**config.mk**
```make
export PLATFORM = sky130hd
export DESIGN_NAME = pwrmode_seq
export DESIGN_NICKNAME = d
export VERILOG_FILES = /design/src/rtl/pwrmode_pkg.sv /design/src/rtl/pwrmode_wake_qual.sv /design/src/rtl/pwrmode_settle_timer.sv /design/src/rtl/pwrmode_cause_reg.sv /design/src/rtl/pwrmode_seq.sv
export SDC_FILE = /design/constraint.sdc
export NUM_CORES = 1
export LEC_CHECK = 0
export CAP_MARGIN = 20
export CORE_ASPECT_RATIO = 0.75
export CORE_MARGIN = 3
export CORE_UTILIZATION = 47
export DETAILED_ROUTE_END_ITERATION = 12
export PLACE_DENSITY = 0.84
export SKIP_CTS_REPAIR_TIMING = 1
export SLEW_MARGIN = 25
export SYNTH_ARGS = -nofsm -noshare
export SYNTH_HDL_FRONTEND = slang
export SYNTH_SLANG_ARGS = --single-unit
```
**constraint.sdc**
```tcl
create_clock -name clk -period 4.15 [get_ports clk]
set_input_delay 0.415 -clock clk [delete_from_list [all_inputs] [get_ports clk]]
set_output_delay 0.415 -clock clk [all_outputs]
set_load 0.02 [all_outputs]
```
**src/rtl/pwrmode_pkg.sv**
```systemverilog
package pwrmode_pkg;

    localparam int IRQ_LINES = 6;
    localparam int SEL_W     = 3;

    typedef enum logic [1:0] {
        PM_RUN    = 2'd0,
        PM_STBY   = 2'd1,
        PM_SETTLE = 2'd2,
        PM_RSTWK  = 2'd3
    } pm_state_t;

    typedef enum logic [1:0] {
        WC_NONE = 2'd0,
        WC_NMI  = 2'd1,
        WC_IRQ  = 2'd2,
        WC_RST  = 2'd3
    } wake_cause_t;

    typedef struct packed {
        logic nmi_hit;
        logic irq_hit;
    } wake_hits_t;

    function automatic int settle_width(input int base_log2);
        return base_log2 + (1 << SEL_W);
    endfunction

endpackage

```
**src/rtl/pwrmode_wake_qual.sv**
```systemverilog
module pwrmode_wake_qual
    import pwrmode_pkg::*;
#(
    parameter int LINES = IRQ_LINES
) (
    input  logic             nmi_in,
    input  logic [LINES-1:0] irq_in,
    input  logic [LINES-1:0] irq_en,
    input  logic [LINES-1:0] irq_cpu_mask,
    input  logic [LINES-1:0] irq_dma_sel,
    output wake_hits_t       hits
);

    logic [LINES-1:0] line_ok;

    for (genvar k = 0; k < LINES; k++) begin : g_line
        assign line_ok[k] = irq_in[k] & irq_en[k] & ~irq_cpu_mask[k] & ~irq_dma_sel[k];
    end

    always_comb begin
        hits.nmi_hit = nmi_in;
        hits.irq_hit = |line_ok;
    end

endmodule

```
**src/rtl/pwrmode_settle_timer.sv**
```systemverilog
module pwrmode_settle_timer
    import pwrmode_pkg::*;
#(
    parameter int BASE_LOG2 = 3,
    localparam int CW = settle_width(BASE_LOG2)
) (
    input  logic             clk,
    input  logic             rst,
    input  logic             load,
    input  logic [SEL_W-1:0] sel,
    input  logic             run,
    output logic             done
);

    logic [CW-1:0] cnt;
    logic [CW-1:0] load_val;

    always_comb begin
        load_val = (CW'(1) << (BASE_LOG2 + int'(sel))) - CW'(1);
    end

    always_ff @(posedge clk) begin
        if (rst) begin
            cnt <= '0;
        end else if (load) begin
            cnt <= load_val;
        end else if (run && cnt != '0) begin
            cnt <= cnt - CW'(1);
        end
    end

    assign done = run && (cnt == '0);

endmodule

```
**src/rtl/pwrmode_cause_reg.sv**
```systemverilog
module pwrmode_cause_reg
    import pwrmode_pkg::*;
(
    input  logic        clk,
    input  logic        rst,
    input  logic        set,
    input  wake_cause_t set_val,
    input  logic        ack,
    output wake_cause_t cause
);

    always_ff @(posedge clk) begin
        if (rst) begin
            cause <= WC_NONE;
        end else if (set) begin
            cause <= set_val;
        end else if (ack) begin
            cause <= WC_NONE;
        end
    end

endmodule

```
**src/rtl/pwrmode_seq.sv**
```systemverilog
module pwrmode_seq
    import pwrmode_pkg::*;
#(
    parameter int SETTLE_BASE_LOG2 = 3,
    parameter int LINES = IRQ_LINES
) (
    input  logic             clk,
    input  logic             rst,
    input  logic             sleep_req,
    input  logic             cfg_deep_sel,
    input  logic             cfg_slow_on,
    input  logic             cfg_wdt_div_sel,
    input  logic [SEL_W-1:0] settle_sel,
    input  logic             nmi_in,
    input  logic [LINES-1:0] irq_in,
    input  logic [LINES-1:0] irq_en,
    input  logic [LINES-1:0] irq_cpu_mask,
    input  logic [LINES-1:0] irq_dma_sel,
    input  logic             rst_pin_n,
    input  logic             cause_ack,
    output logic             osc_en,
    output logic             clk_en,
    output logic             periph_clr,
    output logic             wake_irq_req,
    output logic             cpu_rst_hold,
    output logic [1:0]       wake_cause
);

    pm_state_t   state, state_nxt;
    wake_cause_t pend, pend_nxt;
    wake_cause_t cause_q, cause_set_val;
    wake_hits_t  hits;
    logic        entry_ok;
    logic        tmr_load, tmr_done;
    logic        cause_set;
    logic        irq_pulse_nxt;

    pwrmode_wake_qual #(.LINES(LINES)) u_qual (
        .nmi_in       (nmi_in),
        .irq_in       (irq_in),
        .irq_en       (irq_en),
        .irq_cpu_mask (irq_cpu_mask),
        .irq_dma_sel  (irq_dma_sel),
        .hits         (hits)
    );

    pwrmode_settle_timer #(.BASE_LOG2(SETTLE_BASE_LOG2)) u_timer (
        .clk  (clk),
        .rst  (rst),
        .load (tmr_load),
        .sel  (settle_sel),
        .run  (state == PM_SETTLE),
        .done (tmr_done)
    );

    pwrmode_cause_reg u_cause (
        .clk     (clk),
        .rst     (rst),
        .set     (cause_set),
        .set_val (cause_set_val),
        .ack     (cause_ack),
        .cause   (cause_q)
    );

    assign entry_ok = sleep_req & cfg_deep_sel & ~cfg_slow_on & ~cfg_wdt_div_sel;

    always_comb begin
        state_nxt     = state;
        pend_nxt      = pend;
        tmr_load      = 1'b0;
        cause_set     = 1'b0;
        cause_set_val = WC_NONE;
        irq_pulse_nxt = 1'b0;
        unique case (state)
            PM_RUN: begin
                if (entry_ok) state_nxt = PM_STBY;
            end
            PM_STBY: begin
                if (!rst_pin_n) begin
                    state_nxt = PM_RSTWK;
                end else if (hits.nmi_hit || hits.irq_hit) begin
                    state_nxt = PM_SETTLE;
                    tmr_load  = 1'b1;
                    pend_nxt  = hits.nmi_hit ? WC_NMI : WC_IRQ;
                end
            end
            PM_SETTLE: begin
                if (!rst_pin_n) begin
                    state_nxt = PM_RSTWK;
                end else if (tmr_done) begin
                    state_nxt     = PM_RUN;
                    cause_set     = 1'b1;
                    cause_set_val = pend;
                    irq_pulse_nxt = 1'b1;
                end
            end
            PM_RSTWK: begin
                if (rst_pin_n) begin
                    state_nxt     = PM_RUN;
                    cause_set     = 1'b1;
                    cause_set_val = WC_RST;
                end
            end
            default: state_nxt = PM_RUN;
        endcase
    end

    always_ff @(posedge clk) begin
        if (rst) begin
            state        <= PM_RUN;
            pend         <= WC_NONE;
            periph_clr   <= 1'b0;
            wake_irq_req <= 1'b0;
        end else begin
            state        <= state_nxt;
            pend         <= pend_nxt;
            periph_clr   <= (state == PM_RUN) && entry_ok;
            wake_irq_req <= irq_pulse_nxt;
        end
    end

    assign osc_en       = (state != PM_STBY);
    assign clk_en       = (state == PM_RUN) || (state == PM_RSTWK);
    assign cpu_rst_hold = (state == PM_RSTWK);
    assign wake_cause   = cause_q;

endmodule

```
Word level (Yosys, flattened, before mapping):

Cells that the tools add are included.

* add/sub/neg operators: 3
* multiply operators: 0
* divide/modulo/power cells: 0
* magnitude comparators: 0
* eq/ne operators: 8
* shift operators: 1
* muxes and demuxes: 23
* bitwise gates (word level): 36
* reduce and logical (&&, ||, !) cells: 14

Operator list (number)
* $shl 1x32->11 const A: 1
* $mux 2: 12
* $mux 11: 2
* $and 1x1->1: 21
* $not 1->1: 15
* $logic_not 11->1: 1
* $reduce_bool 11->1: 1
* $sub 11x1->11 const B: 1
* $sub 11x2->11 const B: 1
* $pmux 2 s4: 1
* $mux 1: 6
* $ne 3x3->1 const B: 2
* $reduce_or 6->1: 1
* $add 2x3->4 const A: 1
* $eq 2x2->1 const B: 2
* $ne 2x2->1 const B: 2
* $pmux 2 s2: 1
* $reduce_and 4->1: 1
* $reduce_bool 2->1: 2
* $logic_and 1x1->1: 3
* $reduce_and 3->1: 1
* $eq 2x1->1 const B: 1
* $logic_not 2->1: 1
* $logic_or 1x1->1: 2
* 3 further kinds: 3

* register bits: 19
* latch bits: 0
* memory bits (writable): 0
* ROM bits: 0
* bits of input ports: 36
* output and inout port bits: 7
* word-level logic and storage cells: 91
* memories: 0

Longest topological paths before layout:

Gate-level depths: netlist of run 1.

* depth after elaboration: 9
* mapped depth: 8
* depth with buffers taken out: 7

By module:

Synthesis of run 1 repeated with hierarchy kept, for this count alone.

* cells, all modules: 145
* area total of the unflattened synthesis: 1257.5 um^2

Modules (own cells, without submodules)
* pwrmode_settle_timer: instances 1, cells each 79, area each 663.1 um^2, seq. area each 220.2 um^2
* pwrmode_seq: instances 1, cells each 46, area each 447.9 um^2, seq. area each 120.1 um^2
* pwrmode_cause_reg: instances 1, cells each 8, area each 75.1 um^2, seq. area each 40.0 um^2
* pwrmode_wake_qual: instances 1, cells each 12, area each 71.3 um^2, seq. area each 0.0 um^2

Worst setup path before layout of run 1:

No wires, ideal clock.

* kind: register to register
* from: register u_timer.cnt[0]
* to: register u_timer.cnt[4]
* arrival: 1641 ps
* path slack: 2418 ps
* stages on the path, launching flop included: 7
* path buffers: 0
* clock period less this slack: 1732 ps
* path through: dfxtp_1 inv_1 ha_1 nor4b_2 a211o_1 or3_1 a311oi_1

* cells in the longest elaborated chain, start to end: 3
* elaborated cells between the ends (all ways): 6
* classes of those cells: add/sub (1); mux (2); reduce/logical (3)

Ends and longest elaborated chain
* start: declaration: line pwrmode_settle_timer.sv:15 `logic [CW-1:0] cnt;`
* start signal: assignment: line pwrmode_settle_timer.sv:26 `cnt <= load_val;`
* start signal: assignment: line pwrmode_settle_timer.sv:28 `cnt <= cnt - CW'(1);`
* $sub 11x1->11 / $reduce_bool 11->1 (equally long branches): line pwrmode_settle_timer.sv:28, pwrmode_settle_timer.sv:27
* $mux 11 / $logic_and 1x1->1 (equally long branches): line pwrmode_settle_timer.sv:27 `end else if (run && cnt != '0) begin`
* $mux 11 / $reduce_bool 2->1 (equally long branches)

Parallel ways exist; a longest one is shown, timed or not. The select of a mux whose other input is x is not followed.
A chain may end at the register's enable or synchronous reset.

Worst setup path in the final report of run 1:

* from: input irq_en[3]
* to: register u_timer.cnt[4]

* cells in the longest elaborated chain, start to end: 9
* elaborated cells between the ends (all ways): 10
* classes of those cells: mux (4); bitwise (3); reduce/logical (3)

Ends and longest elaborated chain
* start: declaration: line pwrmode_seq.sv:16 `input logic [LINES-1:0] irq_en,`
* $and 1x1->1 (*) (3 in a row): line pwrmode_wake_qual.sv:17 `assign line_ok[k] = irq_in[k] & irq_en[k] & ~irq_cpu_mask[k] & ~irq_dma_sel[k];`
* $reduce_or 6->1 (*): line pwrmode_wake_qual.sv:22 `hits.irq_hit = |line_ok;`
* $logic_or 1x1->1 (*): line pwrmode_seq.sv:81 `end else if (hits.nmi_hit || hits.irq_hit) begin`
* $mux 1 (*): line pwrmode_seq.sv:81
* $mux 1 (*): line pwrmode_seq.sv:79 `if (!rst_pin_n) begin`
* $mux 1 (*): line pwrmode_seq.sv:74 `unique case (state)`
* $mux 11 / $reduce_bool 2->1 (equally long branches)

Every way passes the cells marked *; elsewhere a longest branch is shown, timed or not.

==> impl_metrics.toml, run 1 <==
[status]
outcome = "finished, final reports clean"

[routing]
via_per_inst = 5.44
first_pass_iters = 5
drc = 0
antenna_left = 0
vias = 1137
totalWireLength_um = 2970
first_iter_violations = 103
routedWlPerCell_um = 14.2

[timing]
setup-violations-final = 0
period_share_pct = 55.5
clock_skew_ps = 4.56
period_minus_slack_ps = 2300
relSlewSlack_pct = 51.2
hold_viol_final = 0
worstMarginPinSlew_ps = 730
setup_tns_ps = 0
setup_ws_ps = 1850
fmax_mhz = 434
rsz0062_at_grt = "no"
slew_violations = 0

[min_path]
hold_path_depth = 2
worstHoldPathType = "flip-flop to flip-flop"
hp-start = "u_timer.cnt[1]"
whs_endpoint = "u_timer.cnt[1]"

[worst_setup_path]
critPathSlowestCell = "a21oi_2"
arrival_ps = 2500
cp_max_fo = 13
critPathBufInv = 2
crit_chain = "clkdlybuf4s50_1 > nor4bb_1 > nor3_1 > a21oi_2 > inv_1 > a311oi_1"
rrSetupSlack_ps = 2200
cp-end-kind = "flip-flop"
reg2reg_from = "state[1]"
slowest_delay_ps = 530
path_class = "input pin to flip-flop"
critPathRequiredTime_ps = 4350
rr_endpoint = "u_timer.cnt[4]"
path_delay_family = "compound AO/OA/AOI/OAI gates"
worst-path-stages = 6
worst-r2r-cell-count = 6
critPathLaunchType = "input pin"

[clock_network]
cts-buffers-inserted = 3
clockBufferDepth = 2
clock-sinks = 19
cts_tree = "yes"
clkTransAtPathRegs_ps = 110
worst_skew_pair.late_latency_ps = 300
clockRootBuffer = "clkbuf_4"
htree_levels = 1

[power_and_ir_drop]
p_leak_nw = 0.615
ir_drop_mv = 0.308
power_w = 0.000715
p_per_area_mw_per_mm2 = 432

[floorplanning]
io-pin-count = 43
num_rows = 15
dieArea_mm2 = 0.00316
core_area_mm2 = 0.00235
die_h_um = 49.4
dieWidth_um = 63.9
start_util_pct = 50.3

[global_routing]
grt_max_degree = 21
grt.overflow.total = 0
gr-usage-met3_pct = 4.15
antenna_found_initial = 0
grt_util_met1_pct = 28.9
use_met2_pct = 28.3
grt_first_pass_wirelength_um = 4950
grt_pass1_vias = 1054
grt_util_all_layers_pct = 19.5
grt-busiest-layer = "met1"

[placed_design]
dp_cells = 205
place_congestion = 0.801
io_buffer_count = 42
hpwlAfterDp_um = 2470
dp_slack_ps = 1150
placedInstanceArea_mm2 = 0.00162

[synthesis]
yosys.cell_types.count = 37
avgSynthCellArea_um2 = 8.88
synth_fp_nets = 176
ys_ff_latch = 19
synth_edf_count = 0
ys.flop_type = "dfxtp_1"
synthCells = 133
async_reset_ff_share_pct = 0
yosys_warnings = 0
ys_seq_area_share_pct = 32.2
syn_area_mm2 = 0.00118

[cells_and_area]
final_cells = 209
final_cell_area_mm2 = 0.00165
syn_to_final_growth_pct = 40.0
fin_nets = 219
n_antenna_cell = 0
drive_gt1_share_pct = 8.00

[flow_run]
max-cap-violations = 0
report_power, final:
group          internal [W]  switching (W)   total, W
registers          0.000214      0.0000347   0.000249
clock network     0.0000374      0.0000580  0.0000954
logic              0.000173       0.000198   0.000371
cell usage in the layout, fill, tap and decap left out, types with 2 or more instances in the layout:
master and n:
a211oi_1 3, nor3_1 6, clkbuf_4 3, nor2_1 7, nor4_2 3, nor4_1 3, a211o_1 2, nor2b_1 2
nand2_1 7, inv_1 9, a21oi_1 11, o21ai_0 6, mux2i_1 5, nor4bb_1 6, xnor2_1 4, and4b_1 2
or2_2 2, ha_1 7, nor3b_1 2, nand3_1 4, xor2_1 2, dfxtp_1 19, clkdlybuf4s50_1 42, a21o_1 3
nand4bb_1 2
cell usage after synthesis (all sizes together), types with 3 or more instances:
cell	count	area (um^2)
a211oi	4	35.0
a21o	3	22.5
a21oi	12	60.1
dfxtp	19	380
ha	7	87.6
inv	9	33.8
mux2i	5	50.1
nand2	7	26.3
nand3	4	20.0
nor2	7	26.3
nor3	7	40.0
nor4	6	56.3
nor4bb	6	60.1
o21ai	6	30.0
xnor2	4	35.0
how the worst max path moves through the flow:
stage	start	to	slack, ps
after CTS	irq_en[3]	u_timer.cnt[4]	1450
after floorplan	u_timer.cnt[0]	u_timer.cnt[4]	2420
after detailed placement	irq_en[3]	u_timer.cnt[4]	1150
final	irq_en[3]	u_timer.cnt[4]	1850
after global placement	irq_en[3]	u_timer.cnt[4]	1340
after global routing	irq_en[3]	u_timer.cnt[4]	1550
state kept, by name, summed over array words and instances, names as in the netlist:
| name | cells |
|---|---|
| wake_irq_req | 1 |
| u_cause.cause | 2 |
| periph_clr | 1 |
| u_timer.cnt | 11 |
| state | 2 |
| pend | 2 |
final cells by class:
cell class	count	area (um^2)
flip-flops and latches	19	380
multi-input cells	101	751
repair buffers	42	420
clock buffers	4	26.3
fillers	182	692
inverters	9	33.8
well taps	34	42.5
cell families after synthesis:
logic type | count (synthesis) | synth area share [%]
and+or+nand+nor | 52 | 30.4
AOI/OAI and AO/OA | 31 | 16.7
DFF | 19 | 32.2
buffers and inverters | 13 | 4.55
adders and majority gates | 7 | 7.41
xor gates and xnor gates | 6 | 4.45
muxes | 5 | 4.24
worst register-to-register path, cell delays in order, from the launching register on:
cell,delay [ps]
dfxtp_1,350
inv_1,130
ha_1,200
nand2_1,110
a21oi_2,500
inv_1,290
a311oi_1,290
per-stage QoR:
| stage | util, % | hold WS, ps |
|---|---|---|
| finish | 70.5 | 508 |
| global route | 70.5 | 538 |
| CTS | 70.3 | 505 |
| detailed placement | 69.2 | 485 |
| global placement | 69.2 | 483 |
| floorplan | - | 460 |
metal layers:
layer | vias up | routed length (um)
li1 | 577 | -
met1 | 505 | 1380
met2 | 53 | 1320
met3 | 2 | 245
met4 | 0 | 22
met5 | - | 0
Power figures use the tool's default switching activity.
==> run 2: changes to the inputs <==
--- a/config.mk
+++ b/config.mk
@@ -8,9 +8,9 @@
 export CAP_MARGIN = 20
 export CORE_ASPECT_RATIO = 0.75
 export CORE_MARGIN = 3
-export CORE_UTILIZATION = 47
+export CORE_UTILIZATION = 40
 export DETAILED_ROUTE_END_ITERATION = 12
-export PLACE_DENSITY = 0.84
+export PLACE_DENSITY = 0.76
 export SKIP_CTS_REPAIR_TIMING = 1
 export SLEW_MARGIN = 25
 export SYNTH_ARGS = -nofsm -noshare
==> constraint.sdc (replaced) <==
create_clock -name clk -period 1.9 [get_ports clk]
set_input_delay 0.19 -clock clk [delete_from_list [all_inputs] [get_ports clk]]
set_output_delay 0.19 -clock clk [all_outputs]
set_load 0.02 [all_outputs]
==> run 2 against run 1 <==
Compared with the run above:
- sequential share of layout area shrank 1.5 points
- clock power grew to 2.9 times the previous value
- critical path depth is the same
- routed wire length grew 8.3%
- combinational power grew 140%
- design area grew 7.1%
- utilization shrank 5.0 points
- global-route usage shrank 0.82 points
- largest cell class unchanged
- highest routed layer unchanged
==> impl_metrics.toml, run 2 (synthesis results as in run 1) <==
[clock_network]
cts_tree = "yes"
clkTransAtPathRegs_ps = 70
clockRootBuffer = "clkbuf_8"
worst_skew_pair.late_latency_ps = 250
htree_levels = 1
cts-buffers-inserted = 3
clockBufferDepth = 2
clock-sinks = 19

[cells_and_area]
fin_nets = 227
n_antenna_cell = 0
final_cell_mix = "clkdlybuf4s50_1, dfxtp_1, a21oi_1"
max_flop_register = "u_timer.cnt"
drive_gt1_share_pct = 14.2
fin_util_pct = 65.6
final_cells = 219
largest_register_ff_count = 11
syn_to_final_growth_pct = 50.0
mostFrequentLayoutCell = "clkdlybuf4s50_1"

[timing]
period_share_pct = 95.9
worstMarginPinSlew_ps = 405
setup_tns_ps = 0
clock_skew_ps = 5.39
setup-violations-final = 0
relSlewSlack_pct = 72.6
rsz0062_at_grt = "yes"
fmax_mhz = 549
hold_viol_final = 0
slew_violations = 0
setup_ws_ps = 77.6
period_minus_slack_ps = 1820

[floorplanning]
io-pin-count = 43
core_area_mm2 = 0.00270
num_rows = 16
die_h_um = 53.1
dieArea_mm2 = 0.00365
dieWidth_um = 68.7
start_util_pct = 43.7

[global_routing]
grt_util_all_layers_pct = 18.7
antenna_found_initial = 0
grt_first_pass_wirelength_um = 5080
grt_max_degree = 13
grt.overflow.total = 0
grt_pass1_vias = 1119

[flow_run]
max-cap-violations = 0

[worst_setup_path]
cp_max_fo = 6
reg2reg_from = "u_timer.cnt[0]"
critPathLaunch = "u_timer.cnt[0]"
critPathRequiredTime_ps = 2060
arrival_ps = 1980
cp-end-kind = "flip-flop"
critPathLaunchType = "flip-flop"
path_class = "flip-flop to flip-flop"

[routing]
vias = 1176
drc = 0
antenna_left = 0
via_per_inst = 5.37
routedWlPerCell_um = 14.7
totalWireLength_um = 3220
first_iter_violations = 86
first_pass_iters = 4

[placed_design]
dp_cells = 214
io_buffer_count = 42
place_congestion = 0.876
hpwlAfterDp_um = 2610
dp_slack_ps = -163

[power_and_ir_drop]
ir_drop_mv = 0.606
p_leak_nw = 0.687
p_per_area_mw_per_mm2 = 975

[min_path]
hp-start = "u_timer.cnt[1]"
worstHoldPathType = "flip-flop to flip-flop"

[status]
outcome = "finished, final reports clean"
## run 2: final cells by class
| class | count | area, um^2 |
|---|---|---|
| inverters | 9 | 33.8 |
| fillers | 209 | 931 |
| well taps | 36 | 45.0 |
| flip-flops and latches | 19 | 382 |
| clock buffers | 4 | 45.0 |
| repair buffers | 50 | 483 |
| multi-input cells | 101 | 783 |
## run 2: where the power goes
group	internal (W)	switching [W]
clock network	0.000149	0.000127
logic	0.000447	0.000448
registers	0.000470	0.0000871
## run 2: worst paths after layout
check,cells past startpoint,end,slack (ps)
worst max-delay path,6,u_timer.cnt[4],80
worst min-delay path,2,u_timer.cnt[1],500
worst min register to register,2,u_timer.cnt[1],500
worst max register to register,6,u_timer.cnt[4],80
## run 2: routing by layer
| metal | GRT usage, % | up-vias | wire length (um) |
|---|---|---|---|
| li1 | - | 595 | - |
| met1 | 26.5 | 543 | 1480 |
| met5 | 0 | - | 0 |
| met4 | 4.21 | 0 | 26 |
| met2 | 28.4 | 32 | 1580 |
| met3 | 4.46 | 6 | 128 |
## run 2: worst max-delay path, cell delays in order (launching register included)
cell and delay (ps):
dfxtp_1 320, inv_1 80, ha_2 220, nor4b_4 140, a211o_1 350, or3_4 360
a311oi_2 260
## run 2: stage by stage
step                instance area, um^2  hold WS, ps  total power (W)
floorplan                          1180          337          0.00110
finish                             1770          504          0.00173
CTS                                1720          509          0.00166
detailed placement                 1680          491          0.00137
global placement                   1680          479          0.00135
global route                       1770          546          0.00186
